### src/rtl/mrl_pkg.sv
// Package: shared state encoding for the load-multiple sequencer.
// Assumes a single-cycle, single-outstanding request protocol.
package mrl_pkg;
    typedef enum logic [1:0] {
        ST_IDLE = 2'd0,
        ST_REQ  = 2'd1,
        ST_WAIT = 2'd2
    } seq_state_t;
endpackage

### src/rtl/mrl_decode.sv
// mrl_decode: splits the instruction word into its fields and qualifies
// the start strobe. Assumes the opcode occupies the top byte, followed by
// the first and last register nibbles, the base nibble and the displacement.
module mrl_decode #(
    parameter int          REG_W  = 4,
    parameter int          DISP_W = 12,
    parameter logic [7:0]  OPCODE = 8'h98,
    localparam int         OP_W    = 8,
    localparam int         INSTR_W = OP_W + 3 * REG_W + DISP_W
) (
    input  logic [INSTR_W-1:0] instr_i,
    input  logic               start_i,
    input  logic               idle_i,
    output logic               accept_o,
    output logic [REG_W-1:0]   first_o,
    output logic [REG_W-1:0]   last_o,
    output logic [REG_W-1:0]   base_sel_o,
    output logic               base_zero_o,
    output logic [DISP_W-1:0]  disp_o
);
    localparam int OP_LSB    = INSTR_W - OP_W;
    localparam int FIRST_LSB = OP_LSB - REG_W;
    localparam int LAST_LSB  = FIRST_LSB - REG_W;
    localparam int BASE_LSB  = LAST_LSB - REG_W;

    logic [OP_W-1:0] opcode;

    // Field extraction and start qualification.
    always_comb begin
        opcode      = instr_i[OP_LSB +: OP_W];
        first_o     = instr_i[FIRST_LSB +: REG_W];
        last_o      = instr_i[LAST_LSB +: REG_W];
        base_sel_o  = instr_i[BASE_LSB +: REG_W];
        disp_o      = instr_i[0 +: DISP_W];
        base_zero_o = (base_sel_o == '0);
        accept_o    = start_i && idle_i && (opcode == OPCODE);
    end
endmodule

### src/rtl/mrl_addr_gen.sv
// mrl_addr_gen: holds the current word address. It loads base + displacement
// on accept (base ignored when the base field is zero) and steps by one word
// per advance. Assumes ADDR_W <= DATA_W and DISP_W < ADDR_W.
module mrl_addr_gen #(
    parameter int DATA_W     = 32,
    parameter int ADDR_W     = 24,
    parameter int DISP_W     = 12,
    parameter int WORD_BYTES = 4
) (
    input  logic              clk,
    input  logic              rst_n,
    input  logic              load_i,
    input  logic [DATA_W-1:0] base_val_i,
    input  logic              base_zero_i,
    input  logic [DISP_W-1:0] disp_i,
    input  logic              step_i,
    output logic [ADDR_W-1:0] addr_o
);
    localparam logic [ADDR_W-1:0] STEP = ADDR_W'(WORD_BYTES);

    logic [DATA_W-1:0] base_eff;
    logic [DATA_W-1:0] start_full;

    // Effective base and full-width starting sum.
    always_comb begin
        base_eff   = base_zero_i ? '0 : base_val_i;
        start_full = base_eff + DATA_W'(disp_i);
    end

    // Address register: load on accept, increment on advance.
    always_ff @(posedge clk) begin
        if (!rst_n)
            addr_o <= '0;
        else if (load_i)
            addr_o <= start_full[ADDR_W-1:0];
        else if (step_i)
            addr_o <= addr_o + STEP;
    end

    // the address never moves except on accept or advance.
    assert_addr_hold_R6: assert property (@(posedge clk) disable iff (!rst_n)
        (!load_i && !step_i) |=> $stable(addr_o));
endmodule

### src/rtl/mrl_reg_walker.sv
// mrl_reg_walker: tracks the register being loaded and the range end.
// Increments modulo 2^REG_W so a range wraps past the top register.
module mrl_reg_walker #(
    parameter int REG_W = 4
) (
    input  logic             clk,
    input  logic             rst_n,
    input  logic             load_i,
    input  logic [REG_W-1:0] first_i,
    input  logic [REG_W-1:0] last_i,
    input  logic             adv_i,
    output logic [REG_W-1:0] cur_o,
    output logic             final_o
);
    logic [REG_W-1:0] last_q;

    // Current and last register numbers.
    always_ff @(posedge clk) begin
        if (!rst_n) begin
            cur_o  <= '0;
            last_q <= '0;
        end else if (load_i) begin
            cur_o  <= first_i;
            last_q <= last_i;
        end else if (adv_i) begin
            cur_o  <= cur_o + REG_W'(1);
        end
    end

    // End-of-range detect.
    always_comb final_o = (cur_o == last_q);

    // each advance moves to the next register number.
    assert_walk_step_R2: assert property (@(posedge clk) disable iff (!rst_n)
        adv_i |=> (cur_o == REG_W'($past(cur_o) + 1)));
    // the range end stays fixed unless a new instruction is accepted.
    assert_range_hold_R10: assert property (@(posedge clk) disable iff (!rst_n)
        !load_i |=> $stable(last_q));
endmodule

### src/rtl/multi_reg_loader.sv
// multi_reg_loader: top of the load-multiple sequencer. Sequences one word
// read per register, one outstanding at a time, and writes each returned
// word into the register file. Assumes rf_rdata_i is a combinational
// function of rf_raddr_o and that memory answers every request exactly once.
module multi_reg_loader
    import mrl_pkg::*;
#(
    parameter int          DATA_W     = 32,
    parameter int          ADDR_W     = 24,
    parameter int          REG_W      = 4,
    parameter int          DISP_W     = 12,
    parameter int          WORD_BYTES = 4,
    parameter logic [7:0]  OPCODE     = 8'h98,
    localparam int         INSTR_W    = 8 + 3 * REG_W + DISP_W
) (
    input  logic               clk,
    input  logic               rst_n,
    input  logic               start_i,
    input  logic [INSTR_W-1:0] instr_i,
    output logic               busy_o,
    output logic               done_o,
    output logic [REG_W-1:0]   rf_raddr_o,
    input  logic [DATA_W-1:0]  rf_rdata_i,
    output logic               rf_we_o,
    output logic [REG_W-1:0]   rf_waddr_o,
    output logic [DATA_W-1:0]  rf_wdata_o,
    output logic               mem_req_o,
    output logic [ADDR_W-1:0]  mem_addr_o,
    input  logic               mem_valid_i,
    input  logic [DATA_W-1:0]  mem_rdata_i
);
    seq_state_t        state;
    logic              done_q;
    logic              accept;
    logic [REG_W-1:0]  first_reg;
    logic [REG_W-1:0]  last_reg;
    logic              base_zero;
    logic [DISP_W-1:0] disp;
    logic              wr_now;
    logic              advance;
    logic              at_final;
    logic [REG_W-1:0]  cur_reg;

    mrl_decode #(
        .REG_W  (REG_W),
        .DISP_W (DISP_W),
        .OPCODE (OPCODE)
    ) u_decode (
        .instr_i     (instr_i),
        .start_i     (start_i),
        .idle_i      (state == ST_IDLE),
        .accept_o    (accept),
        .first_o     (first_reg),
        .last_o      (last_reg),
        .base_sel_o  (rf_raddr_o),
        .base_zero_o (base_zero),
        .disp_o      (disp)
    );

    mrl_addr_gen #(
        .DATA_W     (DATA_W),
        .ADDR_W     (ADDR_W),
        .DISP_W     (DISP_W),
        .WORD_BYTES (WORD_BYTES)
    ) u_addr (
        .clk         (clk),
        .rst_n       (rst_n),
        .load_i      (accept),
        .base_val_i  (rf_rdata_i),
        .base_zero_i (base_zero),
        .disp_i      (disp),
        .step_i      (advance),
        .addr_o      (mem_addr_o)
    );

    mrl_reg_walker #(
        .REG_W (REG_W)
    ) u_walk (
        .clk     (clk),
        .rst_n   (rst_n),
        .load_i  (accept),
        .first_i (first_reg),
        .last_i  (last_reg),
        .adv_i   (advance),
        .cur_o   (cur_reg),
        .final_o (at_final)
    );

    // Write strobe and advance decision for the current response.
    always_comb begin
        wr_now  = (state == ST_WAIT) && mem_valid_i;
        advance = wr_now && !at_final;
    end

    // Sequencer state and the done pulse.
    always_ff @(posedge clk) begin
        if (!rst_n) begin
            state  <= ST_IDLE;
            done_q <= 1'b0;
        end else begin
            done_q <= 1'b0;
            unique case (state)
                ST_IDLE: if (accept) state <= ST_REQ;
                ST_REQ:  state <= ST_WAIT;
                ST_WAIT: begin
                    if (wr_now) begin
                        if (at_final) begin
                            state  <= ST_IDLE;
                            done_q <= 1'b1;
                        end else begin
                            state <= ST_REQ;
                        end
                    end
                end
                default: state <= ST_IDLE;
            endcase
        end
    end

    // Output drive.
    always_comb begin
        busy_o     = (state != ST_IDLE);
        done_o     = done_q;
        mem_req_o  = (state == ST_REQ);
        rf_we_o    = wr_now;
        rf_waddr_o = cur_reg;
        rf_wdata_o = mem_rdata_i;
    end

    // a request lasts one cycle.
    assert_req_pulse_R7: assert property (@(posedge clk) disable iff (!rst_n)
        mem_req_o |=> !mem_req_o);
    // no request in the same cycle as a returned word.
    assert_single_outstanding_R7: assert property (@(posedge clk) disable iff (!rst_n)
        rf_we_o |-> !mem_req_o);
    // a non-final write is followed by a request one word further on.
    assert_addr_step_R5: assert property (@(posedge clk) disable iff (!rst_n)
        (rf_we_o && !at_final) |=>
            (mem_req_o && (mem_addr_o == ADDR_W'($past(mem_addr_o) + WORD_BYTES))));
    // done follows a register write, and busy is already low.
    assert_done_after_write_R9: assert property (@(posedge clk) disable iff (!rst_n)
        done_o |-> ($past(rf_we_o) && !busy_o));
    // a foreign opcode while idle does not start a sequence.
    assert_bad_opcode_R1: assert property (@(posedge clk) disable iff (!rst_n)
        (!busy_o && start_i && (instr_i[INSTR_W-1 -: 8] != OPCODE)) |=> !busy_o);
endmodule

### config.mk
export PLATFORM = sky130hd
export DESIGN_NAME = multi_reg_loader
export DESIGN_NICKNAME = d
export VERILOG_FILES = /design/src/rtl/mrl_pkg.sv /design/src/rtl/mrl_decode.sv /design/src/rtl/mrl_addr_gen.sv /design/src/rtl/mrl_reg_walker.sv /design/src/rtl/multi_reg_loader.sv
export SDC_FILE = /design/constraint.sdc
export NUM_CORES = 1
export LEC_CHECK = 0
export ABC_AREA = 1
export BUFFER_PORTS_ARGS = -buffer_cell sky130_fd_sc_hd__buf_4
export CORE_MARGIN = 2
export CORE_UTILIZATION = 44
export DETAILED_ROUTE_END_ITERATION = 8
export PLACE_DENSITY = 0.9
export SETUP_SLACK_MARGIN = 0.15
export SLEW_MARGIN = 10
export SYNTH_ARGS = -nofsm -noshare
export SYNTH_HDL_FRONTEND = slang
export SYNTH_SLANG_ARGS = --single-unit
### constraint.sdc
create_clock -name clk -period 2.2 [get_ports clk]
set_input_delay 0.22 -clock clk [delete_from_list [all_inputs] [get_ports clk]]
set_output_delay 0.22 -clock clk [all_outputs]
set_load 0.03 [all_outputs]
Word-level counts from Yosys, hierarchy flattened

Index checks and enable logic that the tools add are counted.

Equality and inequality tests: 6
Mux-type cells: 10
Reduce and logical (&&, ||, !) cells: 11
Add/subtract/negate cells: 3

Operators with widths:

| operator                | count |
|---|---|
| $mux W24                | 3 |
| $add A24 B12 Y24        | 1 |
| $add A24 B3 Y24 const B | 1 |
| $eq A8 B8 Y1 const B    | 1 |
| $mux W4                 | 2 |
| $pmux W2 S3             | 1 |
| $add A4 B1 Y4 const B   | 1 |
| $eq A4 B4 Y1            | 1 |
| $logic_and A1 B1 Y1     | 4 |
| $logic_not A4 Y1        | 1 |
| $mux W2                 | 2 |
| $ne A2 B2 Y1 const B    | 2 |
| $reduce_bool A2 Y1      | 2 |
| $reduce_and A3 Y1       | 1 |
| $eq A2 B1 Y1 const B    | 1 |
| $eq A2 B2 Y1 const B    | 1 |
| $logic_not A2 Y1        | 1 |
| $mux W1                 | 2 |
| $reduce_and A2 Y1       | 1 |
| $logic_not A1 Y1        | 1 |

Word-level logic and storage cells: 35
Input port bits: 100
Register bits: 35

Longest topological paths before layout

Depth in word-level cells: 5
Depth in mapped cells: 21

Cells and area by module

A second synthesis with hierarchy kept.

Cells, all modules: 665
Area total of the unflattened synthesis: 3,977.6 um^2

Modules (own cells, without submodules):

| module           | times used | cells each | area each (um^2) | sequential area each (um^2) |
|---|---|---|---|---|
| mrl_addr_gen     | 1          | 518        | 2,929.1          | 480.5 |
| mrl_reg_walker   | 1          | 57         | 426.7            | 160.2 |
| multi_reg_loader | 1          | 55         | 386.6            | 60.1 |
| mrl_decode       | 1          | 35         | 235.2            | 0.0 |

Worst setup path before layout

No wires, ideal clock.

Path kind: input to register
Start: input port instr_i[13]
End: register u_addr.addr_o[13]
Setup slack: -0.142 ns
Buffers on the path: 2
Data required time: 2.090 ns
Stages: 17
Arrival: 2.232 ns
Cell sequence: nor2_1 > nand2_2 > buf_4 > inv_1 > clkbuf_1 > nor2_1 > ha_1 > a21oi_1 > nor2_1 > nor2_1 > inv_1 > a21oi_1 > nand2_1 > a21oi_1 > o21ai_1 > nand3_1 > inv_1

Cells in the longest elaborated chain, start to end: 4

RTL lines:

| what                 | line                   | RTL |
|---|---|---|
| from (decl)          | multi_reg_loader.sv:19 | `input logic [INSTR_W-1:0] instr_i,` |
| $logic_not A4 Y1     | mrl_decode.sv:35       | `base_zero_o = (base_sel_o == '0);` |
| $mux W24             | mrl_addr_gen.sv:26     | `base_eff = base_zero_i ? '0 : base_val_i;` |
| $add A24 B12 Y24     | mrl_addr_gen.sv:27     | `start_full = base_eff + DATA_W'(disp_i);` |
| $mux W24             | mrl_addr_gen.sv:34     | `else if (load_i)` |
| to (signal assigned) | mrl_addr_gen.sv:35     | `addr_o <= start_full[ADDR_W-1:0];` |
| to (signal assigned) | mrl_addr_gen.sv:37     | `addr_o <= addr_o + STEP;` |
| to (decl)            | mrl_addr_gen.sv:17     | `output logic [ADDR_W-1:0] addr_o` |

No other way between the ends.
A chain may end at the register's enable or synchronous reset.

Worst setup path in the final report

Start: input port instr_i[14]
End: register u_addr.addr_o[10]

The elaborated chain is that of the path after synthesis.

==> results.toml <==
[yosys]
synth_simple_gate_area_share_pct = 40.4
syn_nets = 708
proportion_of_register_bits_with_asynchronous_set_or_reset_after_synthesis_pct = 0
yosys.cell_count.top_type = "nand2_1"
synth-edff-count = 0
yosysSeqAreaShare_pct = 19.2
yosysTopAreaCell = "dfxtp_1"
main_combinational_cell_family_by_area_after_synthesis = "simple AND/OR/NAND/NOR gates"
synth_adder_area_share_pct = 5.34
synth_compound_gate_area_share_pct = 12.4
ys_types = 39
synth_mux_area_share_pct = 0
synthesis.yosys.warnings = 0
synth-seq-cells = 35
synth_xor_area_share_pct = 4.79
synth_cells = 593
synth_top_flop_cell = "dfxtp_1"
netlist_area_sq_um = 3660
synth.top_cells.by_count = "nand2_1, nor2_1, inv_1"
average_instance_area_after_synthesis_sq_um = 6.17
synth_top_area_share_pct = 19.2
netlist_top_cells_area = "dfxtp_1, nand2_1, buf_4"

[placed_design]
place_inst = 769
finalWeightedCongestion = 0.870
place.port_buffers = 95
detailedPlacementHpwl_microns = 8000

[detailed_routing]
drt-initial-drc-count = 192
detailedRoute.firstPassIterationCount = 5
drcViolationCount = 0
detailroute.via_count = 4034
avgRoutedWirePerCell_microns = 12.9
final_antenna_net_count = 0
totalWireLength_microns = 10100
avgViaCountPerCell = 5.17

[clocking]
htree_levels = 2
cts_made_buffers = 5
cts.reportedPaths.clkPinSlew_ps = 70
clock_tree.buffer_depth = 2
numClockSinks = 35
cts-root-buf = "clkbuf_8"
cts_hold_buf = 0
clock_tree_from_tritoncts = "built"
insertion_delay_ps = 290

[setup_path]
worst_path_max_stage_delay_ps = 400
crit_chain = "buf_4, nor2_4, nand2_4, clkinv_4, nor2_1, ha_2, fa_2, nand3_2, nand2_2, nand2_2, nand2_4, a21oi_1, or2_2, nand3_1, a21oi_1"
cp-end-kind = "flop"
critical_path_required_ps = 2420
cpMaxStageDelayCell = "fa_2"
cpLargestDelayFamily = "simple AND/OR/NAND/NOR gates"
cp_data_arrival_time_ps = 2180
cp_num_buf_inv = 2
worst_setup_path_start_kind = "input pin"
path_class = "input pin to flop"
critPathMaxFanout = 6

[status]
status = "finished clean"

[floorplanning]
io-pin-count = 168
die_span_y_microns = 95.2
row_count = 33
die_width_microns = 95.2
coreArea_sq_um = 8130
die_area_sq_um = 9060
floorplan.initialDensity_pct = 45.0

[grt]
groute.usage.overall_pct = 22.0
grt_pass1_wl_microns = 16000
grt_pass1_vias = 3758
grt_overflow_total = 0
antenna_found_initial = 0
pin_count_of_the_biggest_net_entering_global_routing = 28

[finish]
antennaDiodeCount = 0
final_layout_size_suffix_gt1_share_pct = 29.5
final_net_count = 790
final_cells = 780
layout-area-overhead-vs-synth_pct = 25.0
nFillCells = 774

[pwr]
p_leak_nw = 2.31
clock_power_share_pct = 28.5
p_total_w = 0.00158
powerDensity_nw_per_um2 = 345
p_int_w = 0.00109
power_switching_w = 0.000493
vdd_ir_drop_max_v = 0.000244
power.share.switching_pct = 31.2
combinationalPowerShare_pct = 31.2
power_frac_seq_pct = 40.3

[timing]
tightest_slew_ps = 369
final-hold-violation-count = 0
fin_crit_sh_pct = 89.4
report.final.setup_viol = 0
worst_slew_margin_rel_pct = 75.2
drv_slew = 0
max_freq_ghz = 0.508
period_needed_ps = 1970
unrepaired_setup_endpoints_after_global_routing = "false"
finalClockSkew_ps = 12.4

[hold_path]
holdCritPathClass = "input pin to flop"

[run]
cap_viol_max_count = 0
## logic make-up (layout without fill, tap and decap cells)
family	count (synthesis)	after routing
simple gates	310	310
buf+inv	128	210
compound gates	85	85
flops	35	35
xor+xnor	20	20
fa+ha+maj	15	15
## metrics by stage
step | setup TNS, ps | worst slack, ps | utilization (%) | area, sq um | hold slack [ps]
after floorplan | 0 | 139 | - | 3700 | 371
after global routing | 0 | 138 | 56.2 | 4570 | 204
final | 0 | 233 | 56.2 | 4570 | 178
after detailed placement | -763 | -101 | 53.5 | 4360 | 440
after global placement | -110 | -46.3 | 53.5 | 4360 | 440
after CTS | 0 | 195 | 54.6 | 4440 | 182
## layout by cell type, fill, tap and decap left out, types with 3 or more instances in the layout
master	synthesis	routed
xor2_1	9	8
o21ai_1	19	19
o21ai_0	20	20
a21oi_1	32	31
ha_1	14	11
or2_2	6	5
nor3_1	5	5
nand2_4	2	4
nand3b_1	4	4
inv_1	73	72
ha_2	0	3
nand3_1	45	37
dfxtp_1	35	35
nand2_2	5	13
nand4_1	14	14
nor2_4	1	4
nor2_1	74	69
nand2_1	136	126
inv_2	5	5
nand3_2	4	12
buf_4	40	123
nor3_2	4	4
nor2_2	3	5
a31oi_1	9	9
clkbuf_8	0	5
xnor2_1	11	11
## tightest hold or removal path: cells and delay by family
kind / cells / cell delay, ps
simple gates: 1 / 80
compound gates: 1 / 70
buf+inv: 1 / 70
## final timing paths
path	startpoint	to	slack, ps	cells past startpoint
min reg2reg	u_addr.addr_o[1]	u_addr.addr_o[1]	500	2
max	instr_i[14]	u_addr.addr_o[10]	230	15
max reg2reg	u_addr.addr_o[2]	u_addr.addr_o[14]	310	10
min	instr_i[19]	u_walk.last_q[3]	180	3
## flip-flops by register name, indices dropped and copies added, names as in the netlist
signal         cells
u_walk.last_q      4
state              2
u_addr.addr_o     24
u_walk.cur_o       4
done_o             1
## layout make-up
| type | instances | area [sq um] | area share (%) |
|---|---|---|---|
| multi-input cells | 430 | 2430 | 53.1 |
| repair buffers | 123 | 923 | 20.2 |
| flip-flops and latches | 35 | 701 | 15.3 |
| inverters | 79 | 302 | 6.59 |
| well taps | 105 | 131 | 2.87 |
| clock buffers | 5 | 68.8 | 1.50 |
| clock inverters | 2 | 13.8 | 0.301 |
| repair inverters | 1 | 5.00 | 0.109 |
## per-layer routing
metal | vias to the layer above | GRT usage [%] | wire (microns)
li1 | 2050 | - | -
met1 | 1823 | 26.1 | 4220
met2 | 142 | 40.0 | 5010
met3 | 19 | 2.37 | 647
met4 | 0 | 9.54 | 206
met5 | - | 0 | 0
## power by group through the flow
stage               sequential [W]  clock (W)  combinational, W
floorplan                 0.000652          0          0.000359
global placement          0.000651          0          0.000437
detailed placement        0.000651          0          0.000452
CTS                       0.000636   0.000452          0.000454
global route              0.000636   0.000484          0.000545
finish                    0.000636   0.000451          0.000493
## timing repair
item / 4_1_cts / 5_1_grt
resized for setup: 0 / 30
setup endpoints to repair: 0 / 18
setup buffers: 0 / 3
(Power assumes the default switching activity.)
